### src/rtl/addsub_pkg.sv
package addsub_pkg;

    typedef enum logic [2:0] {
        OP_ADD = 3'b000,
        OP_SUB = 3'b001,
        OP_AND = 3'b010,
        OP_OR  = 3'b011,
        OP_XOR = 3'b100
    } alu_op_e;

    typedef struct packed {
        logic cf;
        logic vf;
        logic zf;
        logic nf;
    } alu_flags_t;

    function automatic logic op_is_arith(input logic [2:0] code);
        return (code == OP_ADD) || (code == OP_SUB);
    endfunction

    function automatic logic op_is_defined(input logic [2:0] code);
        return code <= OP_XOR;
    endfunction

endpackage

### src/rtl/addsub_fa_cell.sv
module addsub_fa_cell (
    input  logic x_i,
    input  logic y_i,
    input  logic c_i,
    output logic s_o,
    output logic c_o
);
    logic half;

    always_comb begin
        half = x_i ^ y_i;
        s_o  = half ^ c_i;
        c_o  = (x_i & y_i) | (c_i & half);
    end
endmodule

### src/rtl/addsub_ripple.sv
module addsub_ripple #(
    parameter int WIDTH = 8
) (
    input  logic [WIDTH-1:0] x_i,
    input  logic [WIDTH-1:0] y_i,
    input  logic             cin_i,
    output logic [WIDTH-1:0] sum_o,
    output logic             cout_o,
    output logic             cmsb_o
);
    logic [WIDTH:0] chain;

    assign chain[0] = cin_i;

    for (genvar k = 0; k < WIDTH; k++) begin : g_cell
        addsub_fa_cell u_cell (
            .x_i (x_i[k]),
            .y_i (y_i[k]),
            .c_i (chain[k]),
            .s_o (sum_o[k]),
            .c_o (chain[k+1])
        );
    end

    assign cout_o = chain[WIDTH];
    assign cmsb_o = chain[WIDTH-1];
endmodule

### src/rtl/addsub_bitwise.sv
module addsub_bitwise
    import addsub_pkg::*;
#(
    parameter int WIDTH = 8
) (
    input  logic [WIDTH-1:0] x_i,
    input  logic [WIDTH-1:0] y_i,
    input  logic [2:0]       op_i,
    output logic [WIDTH-1:0] r_o
);
    always_comb begin
        unique case (op_i)
            OP_AND:  r_o = x_i & y_i;
            OP_OR:   r_o = x_i | y_i;
            OP_XOR:  r_o = x_i ^ y_i;
            default: r_o = '0;
        endcase
    end
endmodule

### src/rtl/addsub_logic_unit.sv
module addsub_logic_unit
    import addsub_pkg::*;
#(
    parameter int WIDTH = 8
) (
    input  logic [WIDTH-1:0] a_i,
    input  logic [WIDTH-1:0] b_i,
    input  logic [2:0]       op_i,
    output logic [WIDTH-1:0] y_o,
    output logic             cf_o,
    output logic             vf_o,
    output logic             zf_o,
    output logic             nf_o
);
    localparam int MSB = WIDTH - 1;

    logic             sub_mode;
    logic [WIDTH-1:0] b_cond;
    logic [WIDTH-1:0] arith_sum;
    logic             arith_cout;
    logic             arith_cmsb;
    logic [WIDTH-1:0] bit_res;
    logic [WIDTH-1:0] sel_res;
    alu_flags_t       flags;

    assign sub_mode = (op_i == OP_SUB);
    assign b_cond   = b_i ^ {WIDTH{sub_mode}};

    addsub_ripple #(.WIDTH(WIDTH)) u_ripple (
        .x_i    (a_i),
        .y_i    (b_cond),
        .cin_i  (sub_mode),
        .sum_o  (arith_sum),
        .cout_o (arith_cout),
        .cmsb_o (arith_cmsb)
    );

    addsub_bitwise #(.WIDTH(WIDTH)) u_bitwise (
        .x_i  (a_i),
        .y_i  (b_i),
        .op_i (op_i),
        .r_o  (bit_res)
    );

    always_comb begin
        sel_res = op_is_arith(op_i) ? arith_sum : bit_res;
        flags   = '0;
        if (op_is_arith(op_i)) begin
            flags.cf = arith_cout;
            flags.vf = arith_cout ^ arith_cmsb;
        end
        if (op_is_defined(op_i)) begin
            flags.zf = (sel_res == '0);
            flags.nf = sel_res[MSB];
        end
    end

    assign y_o  = sel_res;
    assign cf_o = flags.cf;
    assign vf_o = flags.vf;
    assign zf_o = flags.zf;
    assign nf_o = flags.nf;

    // In-line checks on the settled outputs against arithmetic views.
    always_comb begin
        if (op_i == OP_ADD) begin
            a_r1_add_sum: assert ({cf_o, y_o} == ({1'b0, a_i} + {1'b0, b_i}))
                else $error("R1 add mismatch");
        end
        if (op_i == OP_SUB) begin
            a_r2_sub_diff: assert ((y_o == WIDTH'(a_i - b_i)) && (cf_o == (a_i >= b_i)))
                else $error("R2 sub mismatch");
        end
        if (op_i == OP_ADD) begin
            a_r3_add_overflow: assert (vf_o == ((a_i[MSB] == b_i[MSB]) && (y_o[MSB] != a_i[MSB])))
                else $error("R3 add overflow mismatch");
        end
        if (op_i == OP_SUB) begin
            a_r3_sub_overflow: assert (vf_o == ((a_i[MSB] != b_i[MSB]) && (y_o[MSB] != a_i[MSB])))
                else $error("R3 sub overflow mismatch");
        end
        if (op_i == OP_AND || op_i == OP_OR || op_i == OP_XOR) begin
            a_r4_no_overflow: assert (!cf_o && !vf_o)
                else $error("R4 logic op raised carry or overflow");
        end
        if (!op_is_defined(op_i)) begin
            a_r5_undefined_quiet: assert (y_o == '0 && !cf_o && !vf_o && !zf_o && !nf_o)
                else $error("R5 undefined code not quiet");
        end
    end
endmodule

### config.mk
export PLATFORM = sky130hd
export DESIGN_NAME = addsub_logic_unit
export DESIGN_NICKNAME = d
export VERILOG_FILES = /design/src/rtl/addsub_pkg.sv /design/src/rtl/addsub_fa_cell.sv /design/src/rtl/addsub_ripple.sv /design/src/rtl/addsub_bitwise.sv /design/src/rtl/addsub_logic_unit.sv
export SDC_FILE = /design/constraint.sdc
export NUM_CORES = 1
export LEC_CHECK = 0
export BUFFER_PORTS_ARGS = -buffer_cell sky130_fd_sc_hd__buf_2
export CAP_MARGIN = 10
export CORE_MARGIN = 8
export CORE_UTILIZATION = 58
export DETAILED_ROUTE_END_ITERATION = 10
export PLACE_DENSITY = 0.95
export RECOVER_POWER = 25
export SLEW_MARGIN = 40
export SYNTH_ARGS = -nofsm -noshare
export SYNTH_HDL_FRONTEND = slang
export SYNTH_SLANG_ARGS = --single-unit
### constraint.sdc
create_clock -name vclk -period 10.5
set_clock_uncertainty 0.1 [all_clocks]
set_input_delay 0.525 -clock vclk [all_inputs]
set_output_delay 0.525 -clock vclk [all_outputs]
set_load 0.03 [all_outputs]
After elaboration in Yosys (flattened, before gate mapping)
Index checks and enable logic that the tools add are counted.
Widths: inputs -> output; s select.
{"block": "totals", "register_bits": 0, "latchBits": 0, "ram_bits": 0, "rom_bits": 0, "in_bits": 19, "output_inout_bits": 12, "elab_cells": 57, "memories": 0}
{"block": "op_classes", "n_addsub": 0, "mul": 0, "div": 0, "order_cmp": 1, "eq_ne": 4, "shifts": 0, "n_mux": 4, "bitwise": 45, "reduce_logical": 3}
{"op": "$pmux 8 s3", "count": 1}
{"op": "$xor 1x1->1", "count": 17}
{"op": "$and 1x1->1", "count": 16}
{"op": "$xor 8x8->8", "count": 2}
{"op": "$and 8x8->8", "count": 1}
{"op": "$logic_not 8->1", "count": 1}
{"op": "$mux 8", "count": 1}
{"op": "$or 1x1->1", "count": 8}
{"op": "$or 8x8->8", "count": 1}
{"op": "$eq 3x2->1 const B", "count": 2}
{"op": "$mux 2", "count": 2}
{"op": "$eq 3x1->1 const B", "count": 1}
{"op": "$eq 3x3->1 const B", "count": 1}
{"op": "$le 3x3->1 const B", "count": 1}
{"op": "$logic_not 3->1", "count": 1}
{"op": "$logic_or 1x1->1", "count": 1}

Depth between registers and ports, before layout
Gate-level depths: netlist of the first run.
{"block": "depth", "depth_word": 21, "mapped_depth": 17, "mapped_depth_nobuf": 15}

Cells and area by module
From an unflattened synthesis of the first run, not the netlist that was laid out.
{"block": "unflattened", "hier_cells": 108, "area_unflattened_um2": 947.2}
{"mod": "addsub_bitwise", "n_inst": 1, "cells_each": 61, "area_per_inst_um2": 476.7, "seq_area_each_um2": 0.0}
{"mod": "addsub_logic_unit", "n_inst": 1, "cells_each": 39, "area_per_inst_um2": 310.3, "seq_area_each_um2": 0.0}
{"mod": "addsub_fa_cell", "n_inst": 8, "cells_each": 1, "area_per_inst_um2": 20.0, "seq_area_each_um2": 0.0}

Worst setup path before layout of the first run
OpenSTA, ideal clock, no wires.
{"block": "synth_timing", "kind": "input to output", "startpoint": "input port op_i[1]", "endpoint": "output port zf_o", "arrival_ns": 4.797, "required_ns": 9.875, "slack_ns": 5.078, "cell_stages": 17, "n_path_buf": 2, "cell_sequence": "buf_4 nor2_1 and2_1 buf_2 xnor2_1 fa_1 fa_1 fa_1 inv_1 fa_1 inv_1 fa_1 fa_1 fa_1 o22a_1 nand4b_1 nor4b_2"}
{"block": "synth_between", "elab_chain_cells": 21, "word_cells_on_any_way": 49, "cone_classes": "order compare (1); eq/ne (4); mux (3); bitwise (38); reduce/logical (3)"}
{"element": "start, declared", "line": "addsub_logic_unit.sv:8", "source": "input logic [2:0] op_i,"}
{"element": "$eq 3x1->1"}
{"element": "$xor 8x8->8", "line": "addsub_logic_unit.sv:27", "source": "assign b_cond = b_i ^ {WIDTH{sub_mode}};"}
{"element": "$xor 1x1->1", "line": "addsub_fa_cell.sv:11", "source": "half = x_i ^ y_i;"}
{"element": "$and 1x1->1", "line": "addsub_fa_cell.sv:13", "source": "c_o = (x_i & y_i) | (c_i & half);"}
{"element": "$or 1x1->1", "line": "addsub_fa_cell.sv:13"}
{"element": "$and 1x1->1", "line": "addsub_fa_cell.sv:13"}
{"element": "$or 1x1->1", "line": "addsub_fa_cell.sv:13"}
{"element": "$and 1x1->1", "line": "addsub_fa_cell.sv:13"}
{"element": "[5 not listed]"}
{"element": "$and 1x1->1", "line": "addsub_fa_cell.sv:13"}
{"element": "$or 1x1->1", "line": "addsub_fa_cell.sv:13"}
{"element": "$and 1x1->1", "line": "addsub_fa_cell.sv:13"}
{"element": "$or 1x1->1", "line": "addsub_fa_cell.sv:13"}
{"element": "$xor 1x1->1", "line": "addsub_fa_cell.sv:12", "source": "s_o = half ^ c_i;"}
{"element": "$mux 8", "line": "addsub_logic_unit.sv:46", "source": "sel_res = op_is_arith(op_i) ? arith_sum : bit_res;"}
{"element": "$logic_not 8->1", "line": "addsub_logic_unit.sv:53", "source": "flags.zf = (sel_res == '0);"}
{"element": "$mux 2 *", "line": "addsub_logic_unit.sv:52", "source": "if (op_is_defined(op_i)) begin"}
{"element": "end, declared", "line": "addsub_logic_unit.sv:12", "source": "output logic zf_o,"}
Mark *: on every way between the ends. The rest lies on a longest branch, timed or not.

Worst setup path in the final report of the first run
Same ends and word-level chain as after synthesis.

==> results.md, run 1 <==
- CORE AREA: about 0.0015 mm²
- Antenna-violating nets left: 0
- Area leader, netlist: ha_1
- DP Cell Count: 155
- Crit end category: output port
- Vias post-DR: 895
- Rows: 14
- Post-synth cell types: 32
- Critical path fanouts, max: 14
- Gpl congestion: 0.8502
- Gr usage total: 0.1392
- Largest net degree at the start of global routing: 21
- LEAKAGE: 0.5554 nW
- Synth Instances: 114
- Final Critical Period: 6031 ps
- Vias in the first global route: ~950
- Syn_nets: 156
- Syn Std Cell Area: slightly above 900 µm²
- HP Class: input port to output port
- Initial antenna violation count: 0
- Syn avg cell area: about 8.0 µm²
- Area Growth Syn to Fin: 13.42%
- Max cap viols: 0
- Combinational fraction of design power: 1.000
- Slew HR: 0.5742
- Crit path kind: input port to output port
- RSZ-0062 raised after global routing: false
- Io pins: 31
- # clk buffers: 0
- Most frequent cells in the layout: buf_2 (30), inv_1 (20), ha_1 (16), nor2_1 (9), xnor2_1 (8)
- Startpoint Class: input port
- Final sequential cell count: 0
- DR DRC count: 0
- IO Port Bufs: 31
- WL final: 2342 µm
- Worst Path Arrival: 5410 ps
- Fmax: around 170 MHz
- First-pass DRT Iterations: 4
- Clock share of power: 0
- Via density: 5.774
- VDD IR max: 0.04753 mV
- Share of power burned in registers: 0
- Die Area: between 0.003 and 0.004 mm²
- Fin cells: about 160
- Int Pwr: about 0.000025 W
- Chip Width: between 50 and 60 µm
- Post-route setup TNS: 0 ps
- Worst path required time: 9880 ps
- Avg WL per Cell: between 15 and 20 µm
- # hold bufs at CTS: 0
- First-pass GRT wire length: 3953 µm
- Net load switching power: approximately 0.00004 W
- Initial core utilization: 0.6134
- Layout cells sized above 1: 0.2518
- Most common cell after layout, fill and taps aside: buf_2
- Antenna Diode Count: 0
- Net Sw Frac: 0.6103
- Starting DRC count in detailed routing: 28
- Final max-slew violation count: 0
- Placed wire-length estimate: 2012 µm
- Largest cells by area after synthesis: ha_1 (22%), fa_1 (15%), inv_1 (8.2%)
- Post-CTS Resized: 0
- Final Total Pwr: 0.00006445 W
- Pwr/cell area: between 60 and 70 mW/mm²
- GR Overflow Total: 0
- Post-route clock period utilization: 0.5744
- Nets: 183
- Synth warn: 0
- Final hold vios: 0
- Die extent in y: 55.69 µm
- Seq/Total Area, Yosys: 0
- Area share of the largest cell type after synthesis: 0.2192
- Reg area: 0 µm²
- Finish-stage setup viols: 0
- Worst-Margin Slew: 637.4 ps
- Status: complete, no violations
- Setup Fix Bufs, Post-CTS: 0
stage by stage:
stage               setup WS, ps  hold WS [ps]  cell area, µm²    util
floorplan                   5078          1280           913.4       -
global placement            5043          1472            1045  0.7017
detailed placement          4863          1476            1045  0.7017
CTS                         4848          1477            1045  0.7017
global route                4249          1529            1036  0.6958
finish                      4469          1511            1036  0.6958
per-layer routing:
metal	wire length [µm]	vias up	track usage
li1	-	434	-
met1	977	431	0.1613
met2	1223	28	0.2580
met3	125	2	0.02740
met4	15	0	0.01761
met5	0	-	0
path summary, 6_finish.rpt:
path | start | end | slack (ps) | cells after the start
worst max-delay path | op_i[1] | zf_o | 4470 | 17
worst min-delay path | op_i[2] | y_o[1] | 1510 | 3
power groups by stage:
stage | Clock (W) | Sequential, W | Combinational [W]
6_report | 0 | 0 | 0.0000644
5_1_grt | 0 | 0 | 0.0000707
4_1_cts | 0 | 0 | 0.0000651
3_5_place_dp | 0 | 0 | 0.0000648
3_3_place_gp | 0 | 0 | 0.0000621
2_1_floorplan | 0 | 0 | 0.0000475
worst max-delay path, stage by stage:
cell	delay, ps
clkbuf_1	460
nor2_1	150
and2_0	400
xnor2_1	250
fa_1	450
fa_1	400
fa_1	380
inv_1	80
fa_1	160
inv_1	50
fa_1	380
fa_1	430
fa_1	530
o22a_1	150
nand4b_1	110
nor4b_2	250
buf_2	240
cell families (layout without fill, tap and decap cells):
| logic type | count (synthesis) | after routing | synth area share |
|---|---|---|---|
| AO/OA/AOI/OAI | 30 | 30 | 0.2260 |
| buffers and inverters | 26 | 51 | 0.1301 |
| AND/OR/NAND/NOR | 25 | 25 | 0.1726 |
| adder cells (fa/ha/maj) | 23 | 23 | 0.3726 |
| XOR/XNOR | 8 | 8 | 0.07672 |
| multiplexers | 2 | 2 | 0.02192 |
Yosys cell counts, types with 2 or more instances:
cell	count
a21oi_1	7
a22oi_1	4
buf_2	2
buf_6	2
fa_1	7
ha_1	16
inv_1	20
mux2i_1	2
nand2_1	3
nor2_1	9
nor2b_1	2
nor2b_4	2
o21ai_0	4
o22a_1	3
o22ai_1	6
o31ai_1	2
xnor2_1	8
layout make-up:
| cell class | instances | area [µm²] |
|---|---|---|
| Fill cell | 138 | 452.9 |
| Multi-Input combinational cell | 88 | 787.0 |
| Timing Repair Buffer | 31 | 153.9 |
| Inverter | 20 | 75.07 |
| Tap cell | 16 | 20.02 |
Note: power is estimated with default switching activity, not from simulation.
==> inputs of run 2 (changes only) <==
- CORE_UTILIZATION: 58 -> 54
- PLACE_DENSITY: 0.95 -> 0.93
- clock period: 10.5 -> 5.9 ns (I/O delays scaled with it)
==> run 2 against run 1 <==
Compared with the run above: setup slack lost 3900 ps; final cell count grew 0.65%; sequential share of layout area is the same; wire length shrank 2.0%; first-iteration DRC count shrank 36%; non-clock buffer count is the same; worst hold slack lost 490 ps; critical path type unchanged; largest power group unchanged; highest routed layer unchanged.
==> results.md, run 2 (same netlist as run 1, synthesis figures left out) <==
- Startpoint Class: input port
- Post-route clock period utilization: 0.9084
- Gpl congestion: 0.8960
- Rows: 15
- Crit end category: output port
- Io pins: 31
- LEAKAGE: ~0.55 nW
- VDD IR max: approximately 0.063 mV
- Die Area: 0.003263 mm²
- Die extent in y: ~57 µm
- Post-route setup TNS: 0 ps
- DR DRC count: 0
- CORE AREA: 0.001652 mm²
- Worst Path Arrival: about 5000 ps
- Finish-stage setup viols: 0
- Placed wire-length estimate: 2019 µm
- Antenna Diode Count: 0
- First-pass GRT wire length: ~4100 µm
- Final hold vios: 0
- Worst-Margin Slew: 643.3 ps
- HP Class: input port to output port
- Pwr/cell area: 110.3 mW/mm²
- Nets: 183
- Chip Width: 57.13 µm
- GR Overflow Total: 0
- Initial core utilization: 0.5530
- Status: complete, no violations
- Critical path fanouts, max: 14
- # clk buffers: 0
- Avg WL per Cell: 14.72 µm
- Gr usage total: 0.1409
- Initial antenna violation count: 0
- RSZ-0062 raised after global routing: false
- Max cap viols: 0
- Layout cells sized above 1: 0.2518
- Final Critical Period: 5359 ps
- Starting DRC count in detailed routing: 18
- Most common cell after layout, fill and taps aside: buf_2
- Via density: 5.654
- Reg area: 0 µm²
- Setup Fix Bufs, Post-CTS: 0
- Final sequential cell count: 0
- Largest net degree at the start of global routing: 21
- Critical Path Source: op_i[1]
- Area Growth Syn to Fin: 13.56%
- Worst path required time: about 5500 ps
- Pre-CTS setup slack: 717.8 ps
- Final Total Pwr: roughly 0.00011 W
- Vias post-DR: between 800 and 900
- IO Port Bufs: 31
- First-pass DRT Iterations: 4
- Most frequent cells in the layout: buf_2 (30), inv_1 (20), ha_1 (16), nor2_1 (9), xnor2_1 (8)
- Slew HR: 0.5709
- Setup ws final: 540.6 ps
- Post-CTS Resized: 0
- Final max-slew violation count: 0
- Fmax: 186.6 MHz
- Hold Startpoint: op_i[1]
- WL final: 2296 µm
- Final core utilization: 0.6280
- Antenna-violating nets left: 0
- # hold bufs at CTS: 0
- Vias in the first global route: between 1000 and 1500
- Crit path kind: input port to output port
-- run 2: cell counts in the layout (fill, tap and decap cells not counted) --
No cell type changed its count.
-- run 2: through the flow --
stage | hold slack (ps) | cells | cell area, µm²
5_1_grt | 1053 | 156 | 1037
2_1_floorplan | 820.4 | 114 | 913.4
3_5_place_dp | 1015 | 156 | 1046
4_1_cts | 1016 | 156 | 1046
3_3_place_gp | 1006 | 156 | 1046
6_report | 1022 | 156 | 1037
-- run 2: worst max-delay path, cell delays in order --
cell      delay (ps)
buf_2            190
nor2_1           150
and2_0           560
mux2i_1          200
fa_1             420
fa_1             390
fa_1             370
inv_1             80
fa_1             160
inv_1             60
fa_1             380
fa_1             430
fa_1             530
o22a_1           150
nand4b_1         110
nor4b_2          250
buf_2            230
-- run 2: path summary, 6_finish.rpt --
check | slack [ps] | end | depth (start not counted)
setup / recovery | 540 | zf_o | 17
hold / removal | 1020 | y_o[3] | 3
-- run 2: report_power, final --
group | switching [W] | internal (W)
clock | 0 | 0
combinational | 0.0000697 | 0.0000447
sequential | 0 | 0
-- run 2: final cells by class --
type | count | area [µm²]
Fill cell | 160 | 614.3
Multi-Input combinational cell | 88 | 787.0
Tap cell | 17 | 21.27
Timing Repair Buffer | 31 | 153.9
Inverter | 20 | 75.07
-- run 2: per-layer routing --
metal	global-route usage	part of all wire
met1	0.1557	0.43
met2	0.2620	0.50
met3	0.03548	0.064
met4	0.02685	0.0030
met5	0	0
==> inputs of run 3 (changes only) <==
- ABC_AREA: unset -> 1
- CORE_UTILIZATION: 54 -> 53
==> run 3 against run 2 <==
Compared with the run above: count of clock-buffer cells in the layout unchanged; synthesized cell count increased by 11%; non-clock buffer count unchanged; largest cell class unchanged; flip-flop and latch count unchanged; sequential share of layout area unchanged; final cell count increased by 10%; area after synthesis decreased by 7.5%; die area decreased by 4.2%; global-route usage decreased by 2.2 points.
==> results.md, run 3 <==
- Worst path required time: around 5500 ps
- Synth warn: 0
- Final max-slew violation count: 0
- Vias post-DR: 863
- DR DRC count: 0
- Die Area: approximately 0.0031 mm²
- Reg area: 0 µm²
- Finish-stage setup viols: 0
- Area share of the largest cell type after synthesis: 0.2370
- CORE AREA: around 0.0015 mm²
- First-pass GRT wire length: approximately 3400 µm
- Slew HR: 0.6679
- Area leader, netlist: ha_1
- Starting DRC count in detailed routing: 8
- Nets: 200
- Synth Instances: approximately 130
- Critical path fanouts, max: 13
- Antenna Diode Count: 0
- Fill cells: 140
- Worst Path Arrival: around 4900 ps
- Pwr/cell area: 101.7 mW/mm²
- Crit end category: output port
- Io pins: 31
- # clk buffers: 0
- Initial antenna violation count: 0
- Post-CTS Resized: 0
- Most frequent cells in the layout: inv_1 (33), buf_2 (31), nand2_1 (28), ha_1 (16)
- Setup Fix Bufs, Post-CTS: 0
- WL final: around 2000 µm
- Post-synth cell types: 18
- Fin cells: 172
- Crit path kind: input port to output port
- Max cap viols: 0
- Syn avg cell area: 6.650 µm²
- Placed wire-length estimate: 1741 µm
- RSZ-0062 raised after global routing: false
- Startpoint Class: input port
- Initial core utilization: 0.5606
- Via density: 5.017
- CP peak stage delay: 490 ps
- Post-route setup TNS: 0 ps
- HP Class: input port to output port
- Fmax: 188.3 MHz
- Gpl congestion: around 0.88
- Vias in the first global route: 843
- Layout cells sized above 1: 0.2372
- GR Overflow Total: 0
- VDD IR max: between 0.05 and 0.06 mV
- Rows: 14
- LEAKAGE: 0.5982 nW
- Final sequential cell count: 0
- Status: complete, no violations
- Most common cell after layout, fill and taps aside: inv_1
- Avg WL per Cell: approximately 11 µm
- Largest net degree at the start of global routing: 14
- CP max stage cell: fa_1
- Seq/Total Area, Yosys: 0
- Final Critical Period: about 5300 ps
- Post-synth top cells: inv_1 (33), nand2_1 (27), ha_1 (16)
- # hold bufs at CTS: 0
- Worst-Margin Slew: 496.4 ps
- DP Cell Count: 172
- Antenna-violating nets left: 0
- Largest cells by area after synthesis: ha_1 (24%), fa_1 (17%), inv_1 (15%)
- IO Port Bufs: 31
- Die extent in y: 55.92 µm
- Post-route clock period utilization: 0.9003
- Top cell by count, worst path: fa_1
- Syn Std Cell Area: approximately 840 µm²
- Syn_nets: 169
- First-pass DRT Iterations: 4
- Final hold vios: 0
- Area Growth Syn to Fin: 18.96%
- Gr usage total: 0.1192
- Most common cell in the synthesized netlist: inv_1
- CP cell instances: buf_2 > nor2_2 > nand2_1 > xor2_1 > fa_1 > fa_1 > fa_1 > inv_1 > fa_1 > inv_1 > fa_1 > fa_1 > fa_1 > inv_1 > nand2_1 > nand4_2 > nor2_1 > nand2_1 > nor2_1 > buf_2
- Chip Width: 55.92 µm
[run 3: cell count changes in the layout (fill, tap and decap cells not counted), moves of 6 or more]
cell | before | now
nand2_1 | 3 | 28
inv_1 | 20 | 33
nand4_1 | 0 | 8
a21oi_1 | 7 | 0
nand3_1 | 1 | 8
xnor2_1 | 8 | 1
xor2_1 | 0 | 7
o22ai_1 | 6 | 0
[run 3: kinds of logic after synthesis]
| family | Yosys count | share of synthesized area |
|---|---|---|
| buffers and inverters | 36 | 0.1630 |
| AND/OR/NAND/NOR | 57 | 0.3333 |
| XOR/XNOR | 8 | 0.08297 |
| AO/OA/AOI/OAI | 3 | 0.01777 |
| adder cells (fa/ha/maj) | 23 | 0.4030 |
[run 3: layout make-up]
class	count	area, µm²	share of cell area
Tap cell	16	20.02	0.01993
Inverter	34	127.6	0.1270
Multi-Input combinational cell	91	701.9	0.6986
Timing Repair Buffer	31	155.1	0.1544
[run 3: power breakdown]
group | switching, W | internal, W | leakage, nW | total [W]
Sequential | 0 | 0 | 0 | 0
Combinational | 0.0000664 | 0.0000358 | 0.598 | 0.000102
Clock | 0 | 0 | 0 | 0
Total | 0.0000664 | 0.0000358 | 0.598 | 0.000102
[run 3: path summary, 6_finish.rpt]
check / from / endpoint / slack, ps / cells past startpoint
setup / recovery: op_i[2] / zf_o / 590 / 20
hold / removal: op_i[1] / vf_o / 890 / 3
[run 3: routing by layer]
layer	GRT usage	wire, µm	part of all wire
met4	0.01375	17	0.0087
met3	0.01370	80	0.041
met1	0.1308	790	0.40
met2	0.2388	1067	0.55
met5	0	0	0
[run 3: per-stage QoR]
stage | hold slack (ps) | utilization | setup WS [ps] | power [W] | cell area (µm²)
2_1_floorplan | 799.2 | - | 776.1 | 0.00007275 | 844.6
3_3_place_gp | 894.9 | 0.6703 | 820.7 | 0.00009945 | 1010
3_5_place_dp | 896.3 | 0.6703 | 754.0 | 0.0001033 | 1010
4_1_cts | 898.1 | 0.6703 | 739.5 | 0.0001037 | 1010
5_1_grt | 913.1 | 0.6669 | 296.2 | 0.0001142 | 1005
6_report | 893.5 | 0.6669 | 588.5 | 0.0001022 | 1005
[run 3: critical path: cells and delay by family]
family,cells,cell delay (ps)
xor gates and xnor gates,1,260
buffers and inverters,5,560
and+or+nand+nor,7,1140
adders and majority gates,7,2650
